**config.mk**
```make
export PLATFORM = sky130hd
export DESIGN_NAME = fp_stack_ctrl
export DESIGN_NICKNAME = d
export VERILOG_FILES = /design/src/rtl/fps_pkg.sv /design/src/rtl/fps_index.sv /design/src/rtl/fps_regfile.sv /design/src/rtl/fps_ctrl.sv /design/src/rtl/fp_stack_ctrl.sv
export SDC_FILE = /design/constraint.sdc
export NUM_CORES = 2
export LEC_CHECK = 0
export CAP_MARGIN = 20
export CORE_ASPECT_RATIO = 0.9
export CORE_MARGIN = 1.5
export CORE_UTILIZATION = 50
export DETAILED_ROUTE_END_ITERATION = 7
export MAX_ROUTING_LAYER = met4
export PLACE_DENSITY_LB_ADDON = 0.15
export SLEW_MARGIN = 30
export SYNTH_ARGS = -nofsm -noshare
export SYNTH_HDL_FRONTEND = slang
export SYNTH_SLANG_ARGS = --single-unit
```
**constraint.sdc**
```tcl
create_clock -name clk_i -period 5.35 [get_ports clk_i]
set_clock_uncertainty 0.2 [all_clocks]
set_input_delay 0.535 -clock clk_i [delete_from_list [all_inputs] [get_ports clk_i]]
set_output_delay 0.535 -clock clk_i [all_outputs]
set_load 0.005 [all_outputs]
```
**src/rtl/fps_pkg.sv**
```systemverilog
package fps_pkg;
  typedef enum logic [2:0] {
    FPS_NOP       = 3'd0,
    FPS_PUSH      = 3'd1,
    FPS_DUP       = 3'd2,
    FPS_STORE     = 3'd3,
    FPS_STORE_POP = 3'd4,
    FPS_XCHG      = 3'd5,
    FPS_XCHG1     = 3'd6,
    FPS_POP       = 3'd7
  } fps_op_e;

  typedef struct packed {
    logic sf;
    logic c1;
    logic ie;
  } fps_flags_t;

  localparam int unsigned STAT_W       = 16;
  localparam int unsigned STAT_TOP_LSB = 11;
  localparam int unsigned STAT_C1      = 9;
  localparam int unsigned STAT_SF      = 6;
  localparam int unsigned STAT_IE      = 0;
endpackage

```
**src/rtl/fps_index.sv**
```systemverilog
module fps_index #(
  parameter int unsigned PTR_W = 3
) (
  input  logic [PTR_W-1:0] base_i,
  input  logic [PTR_W-1:0] off_i,
  output logic [PTR_W-1:0] phys_o
);
  // modulo 2^PTR_W by truncation
  assign phys_o = base_i + off_i;
endmodule

```
**src/rtl/fps_regfile.sv**
```systemverilog
module fps_regfile #(
  parameter int unsigned DATA_W = 80,
  parameter int unsigned PTR_W  = 3,
  parameter int unsigned NRD    = 4,
  localparam int unsigned DEPTH = 1 << PTR_W
) (
  input  logic                         clk_i,
  input  logic                         rst_ni,
  input  logic                         wa_en_i,
  input  logic [PTR_W-1:0]             wa_addr_i,
  input  logic [DATA_W-1:0]            wa_data_i,
  input  logic                         wb_en_i,
  input  logic [PTR_W-1:0]             wb_addr_i,
  input  logic [DATA_W-1:0]            wb_data_i,
  input  logic [DEPTH-1:0]             tag_clr_i,
  input  logic [DEPTH-1:0]             tag_set_i,
  input  logic [NRD-1:0][PTR_W-1:0]    rd_addr_i,
  output logic [NRD-1:0][DATA_W-1:0]   rd_data_o,
  output logic [NRD-1:0]               rd_empty_o
);
  logic [DEPTH-1:0][DATA_W-1:0] regs_q;
  logic [DEPTH-1:0]             empty_q;

  for (genvar k = 0; k < DEPTH; k++) begin : g_entry
    always_ff @(posedge clk_i or negedge rst_ni) begin
      if (!rst_ni) begin
        regs_q[k] <= '0;
      end else if (wb_en_i && wb_addr_i == PTR_W'(k)) begin
        regs_q[k] <= wb_data_i;
      end else if (wa_en_i && wa_addr_i == PTR_W'(k)) begin
        regs_q[k] <= wa_data_i;
      end
    end

    // set wins: store-and-pop to ST(0) writes and empties one slot
    always_ff @(posedge clk_i or negedge rst_ni) begin
      if (!rst_ni)           empty_q[k] <= 1'b1;
      else if (tag_set_i[k]) empty_q[k] <= 1'b1;
      else if (tag_clr_i[k]) empty_q[k] <= 1'b0;
    end
  end

  for (genvar r = 0; r < NRD; r++) begin : g_rd
    assign rd_data_o[r]  = regs_q[rd_addr_i[r]];
    assign rd_empty_o[r] = empty_q[rd_addr_i[r]];
  end
endmodule

```
**src/rtl/fps_ctrl.sv**
```systemverilog
module fps_ctrl
  import fps_pkg::*;
#(
  parameter int unsigned DATA_W = 80,
  parameter int unsigned PTR_W  = 3,
  localparam int unsigned DEPTH = 1 << PTR_W
) (
  input  logic               valid_i,
  input  fps_op_e            op_i,
  input  logic [PTR_W-1:0]   top_i,
  input  logic [PTR_W-1:0]   opnd_addr_i,
  input  logic [PTR_W-1:0]   dst_addr_i,
  input  logic               st0_empty_i,
  input  logic               opnd_empty_i,
  input  logic               dst_empty_i,
  input  logic [DATA_W-1:0]  st0_i,
  input  logic [DATA_W-1:0]  opnd_i,
  input  logic [DATA_W-1:0]  push_data_i,
  output logic               wa_en_o,
  output logic [PTR_W-1:0]   wa_addr_o,
  output logic [DATA_W-1:0]  wa_data_o,
  output logic               wb_en_o,
  output logic [PTR_W-1:0]   wb_addr_o,
  output logic [DATA_W-1:0]  wb_data_o,
  output logic [DEPTH-1:0]   tag_clr_o,
  output logic [DEPTH-1:0]   tag_set_o,
  output logic [PTR_W-1:0]   top_nxt_o,
  output logic               flag_en_o,
  output fps_flags_t         flags_o
);
  always_comb begin
    wa_en_o   = 1'b0;
    wa_addr_o = dst_addr_i;
    wa_data_o = push_data_i;
    wb_en_o   = 1'b0;
    wb_addr_o = opnd_addr_i;
    wb_data_o = st0_i;
    tag_clr_o = '0;
    tag_set_o = '0;
    top_nxt_o = top_i;
    flag_en_o = 1'b0;
    flags_o   = '0;
    if (valid_i) begin
      unique case (op_i)
        FPS_PUSH, FPS_DUP: begin
          flag_en_o = 1'b1;
          if (!dst_empty_i) begin
            flags_o.sf = 1'b1;
            flags_o.c1 = 1'b1;
          end else if (op_i == FPS_DUP && opnd_empty_i) begin
            flags_o.ie = 1'b1;
          end else begin
            wa_en_o               = 1'b1;
            wa_addr_o             = dst_addr_i;
            wa_data_o             = (op_i == FPS_DUP) ? opnd_i : push_data_i;
            tag_clr_o[dst_addr_i] = 1'b1;
            top_nxt_o             = dst_addr_i;
          end
        end
        FPS_STORE, FPS_STORE_POP: begin
          flag_en_o = 1'b1;
          if (st0_empty_i) begin
            flags_o.sf = 1'b1;
            flags_o.ie = 1'b1;
          end else begin
            wa_en_o                = 1'b1;
            wa_addr_o              = opnd_addr_i;
            wa_data_o              = st0_i;
            tag_clr_o[opnd_addr_i] = 1'b1;
            if (op_i == FPS_STORE_POP) begin
              tag_set_o[top_i] = 1'b1;
              top_nxt_o        = top_i + 1'b1;
            end
          end
        end
        FPS_XCHG, FPS_XCHG1: begin
          flag_en_o = 1'b1;
          if (st0_empty_i) begin
            flags_o.sf = 1'b1;
            flags_o.ie = 1'b1;
          end else if (opnd_empty_i) begin
            flags_o.ie = 1'b1;
          end else begin
            wa_en_o   = 1'b1;
            wa_addr_o = top_i;
            wa_data_o = opnd_i;
            wb_en_o   = 1'b1;
            wb_addr_o = opnd_addr_i;
            wb_data_o = st0_i;
          end
        end
        FPS_POP: begin
          flag_en_o = 1'b1;
          if (st0_empty_i) begin
            flags_o.sf = 1'b1;
          end else begin
            tag_set_o[top_i] = 1'b1;
            top_nxt_o        = top_i + 1'b1;
          end
        end
        default: ;
      endcase
    end
  end
endmodule

```
**src/rtl/fp_stack_ctrl.sv**
```systemverilog
module fp_stack_ctrl
  import fps_pkg::*;
#(
  parameter int unsigned DATA_W = 80,
  parameter int unsigned PTR_W  = 3
) (
  input  logic              clk_i,
  input  logic              rst_ni,
  input  logic              op_valid_i,
  input  logic [2:0]        op_i,
  input  logic [PTR_W-1:0]  idx_i,
  input  logic [DATA_W-1:0] push_data_i,
  output logic [DATA_W-1:0] st0_o,
  output logic [DATA_W-1:0] sti_o,
  output logic [15:0]       status_o,
  output logic              stack_fault_o,
  output logic              invalid_o,
  output logic              c1_o
);
  localparam int unsigned DEPTH = 1 << PTR_W;
  localparam int unsigned NRD   = 4;
  localparam int unsigned RD_ST0 = 0, RD_OPND = 1, RD_DST = 2, RD_EXT = 3;

  fps_op_e    op;
  logic [PTR_W-1:0] top_q, top_nxt, eff_idx, opnd_addr, dst_addr, ext_addr;
  fps_flags_t flags_q, flags_nxt;
  logic       flag_en;

  logic                       wa_en, wb_en;
  logic [PTR_W-1:0]           wa_addr, wb_addr;
  logic [DATA_W-1:0]          wa_data, wb_data;
  logic [DEPTH-1:0]           tag_clr, tag_set;
  logic [NRD-1:0][PTR_W-1:0]  rd_addr;
  logic [NRD-1:0][DATA_W-1:0] rd_data;
  logic [NRD-1:0]             rd_empty;

  assign op      = fps_op_e'(op_i);
  assign eff_idx = (op == FPS_XCHG1) ? PTR_W'(1) : idx_i;

  fps_index #(.PTR_W(PTR_W)) i_idx_opnd (.base_i(top_q), .off_i(eff_idx),       .phys_o(opnd_addr));
  fps_index #(.PTR_W(PTR_W)) i_idx_dst  (.base_i(top_q), .off_i({PTR_W{1'b1}}), .phys_o(dst_addr));
  fps_index #(.PTR_W(PTR_W)) i_idx_ext  (.base_i(top_q), .off_i(idx_i),         .phys_o(ext_addr));

  always_comb begin
    rd_addr          = '0;
    rd_addr[RD_ST0]  = top_q;
    rd_addr[RD_OPND] = opnd_addr;
    rd_addr[RD_DST]  = dst_addr;
    rd_addr[RD_EXT]  = ext_addr;
  end

  fps_regfile #(.DATA_W(DATA_W), .PTR_W(PTR_W), .NRD(NRD)) i_regfile (
    .clk_i      (clk_i),
    .rst_ni     (rst_ni),
    .wa_en_i    (wa_en),
    .wa_addr_i  (wa_addr),
    .wa_data_i  (wa_data),
    .wb_en_i    (wb_en),
    .wb_addr_i  (wb_addr),
    .wb_data_i  (wb_data),
    .tag_clr_i  (tag_clr),
    .tag_set_i  (tag_set),
    .rd_addr_i  (rd_addr),
    .rd_data_o  (rd_data),
    .rd_empty_o (rd_empty)
  );

  fps_ctrl #(.DATA_W(DATA_W), .PTR_W(PTR_W)) i_ctrl (
    .valid_i      (op_valid_i),
    .op_i         (op),
    .top_i        (top_q),
    .opnd_addr_i  (opnd_addr),
    .dst_addr_i   (dst_addr),
    .st0_empty_i  (rd_empty[RD_ST0]),
    .opnd_empty_i (rd_empty[RD_OPND]),
    .dst_empty_i  (rd_empty[RD_DST]),
    .st0_i        (rd_data[RD_ST0]),
    .opnd_i       (rd_data[RD_OPND]),
    .push_data_i  (push_data_i),
    .wa_en_o      (wa_en),
    .wa_addr_o    (wa_addr),
    .wa_data_o    (wa_data),
    .wb_en_o      (wb_en),
    .wb_addr_o    (wb_addr),
    .wb_data_o    (wb_data),
    .tag_clr_o    (tag_clr),
    .tag_set_o    (tag_set),
    .top_nxt_o    (top_nxt),
    .flag_en_o    (flag_en),
    .flags_o      (flags_nxt)
  );

  always_ff @(posedge clk_i or negedge rst_ni) begin
    if (!rst_ni) begin
      top_q   <= '0;
      flags_q <= '0;
    end else begin
      top_q <= top_nxt;
      if (flag_en) flags_q <= flags_nxt;
    end
  end

  always_comb begin
    status_o                          = '0;
    status_o[STAT_TOP_LSB +: PTR_W]   = top_q;
    status_o[STAT_C1]                 = flags_q.c1;
    status_o[STAT_SF]                 = flags_q.sf;
    status_o[STAT_IE]                 = flags_q.ie;
  end

  assign st0_o         = rd_data[RD_ST0];
  assign sti_o         = rd_data[RD_EXT];
  assign stack_fault_o = flags_q.sf;
  assign invalid_o     = flags_q.ie;
  assign c1_o          = flags_q.c1;
endmodule

```
==> PnR_summary.wiki <==
{| class="wikitable"
! Metric !! Value
|-
| First-pass DRT Iterations || 8
|-
| Via count of the first global-routing pass || 41,300
|-
| Net count reported at finish || 5,004
|-
| Pint || 22.5 mW
|-
| Drt total wl || 182,000 um
|-
| Largest area contributor in the synthesized netlist || sky130_fd_sc_hd__dfrtp_1
|-
| Flop and latch count out of synthesis || 654
|-
| Number of unique standard cell types used by synthesis || 69
|-
| Worst Hold Class || input pin to asynchronous set/reset pin
|-
| Final setup violation count || 0
|-
| Status || finished, final reports clean
|-
| CTS tree || done
|-
| Total gr overflow || 0
|-
| Switching power summed over all nets || 18.3 mW
|-
| Initial antenna violation count || 2
|-
| CTS Sinks || 654
|-
| Proportion of power drawn by flip-flops and latches || 0.229
|-
| Data arrival time of the critical path || 5400 ps
|-
| Share of the cycle needed by the critical path after routing || 0.948
|-
| Crit path launch type || input pin
|-
| Die width || 325 um
|-
| Sequential-to-total area share from yosys stat || 0.351
|-
| Last weighted congestion value of the routability-driven placer || 0.931
|-
| Std cell rows || 106
|-
| Maximum number of pins on one net before global-route repair || 109
|-
| Post-DR vias/cell || 6.80
|-
| Total Negative Setup Slacks || 0 ps
|-
| Cell area after synthesis || 46,600 um2
|-
| Switching share of power || 0.449
|-
| Slowest cell delay on critical path || 800 ps
|-
| Cell count after synthesis || 4,598
|-
| Crit path cell chain || clkdlybuf4s50_1, nand3b_1, nand2b_1, ha_4, inv_1, fa_4, mux4_2, inv_1, nor3_1, or2_1, a2111oi_0, buf_4, o311a_4, buf_12, o21ai_1, nor2b_1, a221o_1
|-
| Post-synth EDFFs || 0
|-
| Worst R2R Setup Slack || 670 ps
|-
| Crit-path most repeated cell || sky130_fd_sc_hd__inv_1
|-
| Count of fill cells added during filler insertion || 7,799
|-
| Number of primary I/O pins || 268
|-
| DIE HEIGHT || 293 um
|-
| Commonest cells post-synth || sky130_fd_sc_hd__nand2_1, sky130_fd_sc_hd__dfrtp_1, sky130_fd_sc_hd__mux2i_1, sky130_fd_sc_hd__o21ai_1, sky130_fd_sc_hd__mux4_2
|-
| Synthesis-to-layout area growth || 19.9%
|-
| Starting density of the core || 0.503
|-
| Setup repair after global routing missed its margin || no
|-
| Combined flip-flop and latch cell area || 16,400 um2
|-
| Clock latency reported for the late side of the worst-skew pair || 650 ps
|-
| Largest cells by area after synthesis || sky130_fd_sc_hd__dfrtp_1, sky130_fd_sc_hd__mux4_2, sky130_fd_sc_hd__mux2i_1, sky130_fd_sc_hd__nand2_1, sky130_fd_sc_hd__mux2_2
|-
| DRC viols || 0
|-
| Combinational group share of total power || 0.641
|-
| Placed wire-length estimate || 106,000 um
|-
| Num CTS Buffers || 75
|-
| CP Capture Type || flip-flop
|-
| Yosys top cell area share || 0.347
|-
| Global routing usage summed across all routing layers || 0.392
|-
| Main synth FF type || sky130_fd_sc_hd__dfrtp_1
|-
| Static leakage || 22.4 nW
|-
| Max Freq || 197 MHz
|-
| Area inside the core boundary || 92,600 um2
|-
| Share of flip-flops with an asynchronous set or reset || 1.00
|-
| Endpoints failing hold || 0
|-
| Number of warnings issued by yosys || 0
|-
| Routed len/inst || 29.4 um
|-
| Most common cell in the netlist || sky130_fd_sc_hd__nand2_1
|-
| Crit path time final || 5070 ps
|-
| Max-cap violation count || 0
|-
| Slowest library cell on the worst path || sky130_fd_sc_hd__fa_4
|-
| DRT iter0 DRCs || 5,464
|-
| Quantity of I/O buffers inserted on ports || 257
|-
| Max-slew violation count || 0
|-
| Start-to-end type of the worst setup path || input pin to flip-flop
|-
| Slew at the pin closest to its max-slew limit || 1050 ps
|-
| Htree depth || 3
|-
| Clk slew on worst S/H paths || 60 ps
|-
| Largest buffer count on any clock path || 3
|-
| Worst path required time || 5670 ps
|-
| Vias after detailed routing || 42,200
|-
| Fraction of final layout cells sized beyond drive strength 1 || 0.231
|-
| Maximum vdd drop || 1.42 mV
|-
| P per Cell Area || 730 nW/um2
|-
| Critical path peak fanout || 27
|-
| Share of power burned in the clock network || 0.130
|-
| Mean cell area of the mapped netlist || 10.1 um2
|-
| Final cell utilization of the core || 0.604
|-
| DIE AREA || 95,000 um2
|-
| Footprint of the multi-input gates || 28,200 um2
|-
| Remaining antenna violation count || 0
|-
| Normalized max-slew margin || 0.301
|-
| Global-route wire length before repair || 274,000 um
|-
| Clock root buffer || sky130_fd_sc_hd__clkbuf_16
|}
[logic make-up (layout without fill, tap and decap cells)]
kind of cell	Yosys count	count (layout)	share of synthesized area
mux	1194	1194	0.353
other cells	1	12	0.0000805
buf+inv	522	878	0.0490
flops	654	654	0.351
fa+ha+maj	6	6	0.00193
xor+xnor	7	7	0.00132
simple gates	1169	1169	0.102
compound gates	1045	1045	0.141
[metal layers]
metal | global-route usage | wire length, um | up-vias
met1 | 0.528 | 71400 | 21000
met4 | 0.174 | 9020 | 0
met5 | - | 0 | -
li1 | - | - | 17700
met2 | 0.575 | 80400 | 2937
met3 | 0.0754 | 21500 | 617
[final timing paths]
kind | from | cells past startpoint | to
setup / recovery | op_i[0] | 17 | i_regfile.regs_q[33]
hold / removal | rst_ni | 2 | i_regfile.regs_q[255]
setup reg to reg | top_q[0] | 13 | i_regfile.regs_q[170]
hold reg to reg | i_regfile.regs_q[215] | 2 | i_regfile.regs_q[215]
max in group asynchronous | rst_ni | 3 | i_regfile.regs_q[484]
min in group clk_i | i_regfile.regs_q[215] | 2 | i_regfile.regs_q[215]
[cell type report]
class,instances,area share
repair buffers,660,0.125
diodes,2,0.0000896
flip-flops and latches,654,0.293
well taps,1242,0.0278
inverters,87,0.00589
clock buffers,110,0.0392
clock inverters,21,0.00428
multi-input cells,3431,0.505
[power by group through the flow]
stage	combinational (mW)	clock, mW	sequential [mW]
global route	27.4	5.52	9.60
CTS	25.7	5.33	9.23
global placement	25.3	0	9.21
floorplan	15.3	0	8.42
detailed placement	25.6	0	9.26
finish	26.1	5.30	9.33
[registers in the layout, indices dropped and copies added (netlist names)]
register,count
stack_fault_o,1
c1_o,1
top_q,3
invalid_o,1
i_regfile.empty_q,8
i_regfile.regs_q,640
[per-stage QoR]
step | cells | power (mW) | hold WS (ps) | setup WS, ps | instance area, um2
2_1_floorplan | 4607 | 23.7 | 39.4 | 852 | 46600
3_3_place_gp | 6073 | 34.5 | 327 | -209 | 53400
3_5_place_dp | 6073 | 34.8 | 338 | -275 | 53400
4_1_cts | 6205 | 40.2 | 356 | 321 | 55800
5_1_grt | 6207 | 42.6 | 379 | 111 | 55900
6_report | 6207 | 40.8 | 330 | 279 | 55900
[layout by cell type (no fill, tap or decap), drive strengths merged, types with 3 or more instances in the layout]
| master | count |
|---|---|
| nor2 | 130 |
| nor2b | 71 |
| a22oi | 196 |
| conb | 10 |
| o21ai | 513 |
| inv | 92 |
| clkbuf | 110 |
| clkinv | 12 |
| xnor2 | 5 |
| ha | 4 |
| dfstp | 8 |
| nand3 | 8 |
| a21boi | 3 |
| a221o | 69 |
| bufinv | 4 |
| a22o | 7 |
| and3 | 3 |
| nor4 | 3 |
| o22ai | 22 |
| mux4 | 326 |
| nor3b | 3 |
| nand4 | 3 |
| mux2 | 337 |
| o221ai | 64 |
| buf | 403 |
| nand2 | 921 |
| o32ai | 4 |
| o21a | 3 |
| a21oi | 117 |
| a221oi | 30 |
| nor3 | 10 |
| nand2b | 9 |
| dfrtp | 646 |
| a31oi | 5 |
| mux2i | 531 |
| clkdlybuf4s50 | 256 |
[timing repair]
item	in CTS	in global routing
buffers inserted	0	0
endpoints found under the hold margin	73	0
hold buffers	1	0
resized for setup	0	0
[critical path, delay by kind of cell]
family                   cells  cell delay [ps]
AO/OA/AOI/OAI                4             1210
adder cells (fa/ha/maj)      2              930
buffers and inverters        5             1190
multiplexers                 1              530
AND/OR/NAND/NOR              5              960
Power figures use the tool's default switching activity.
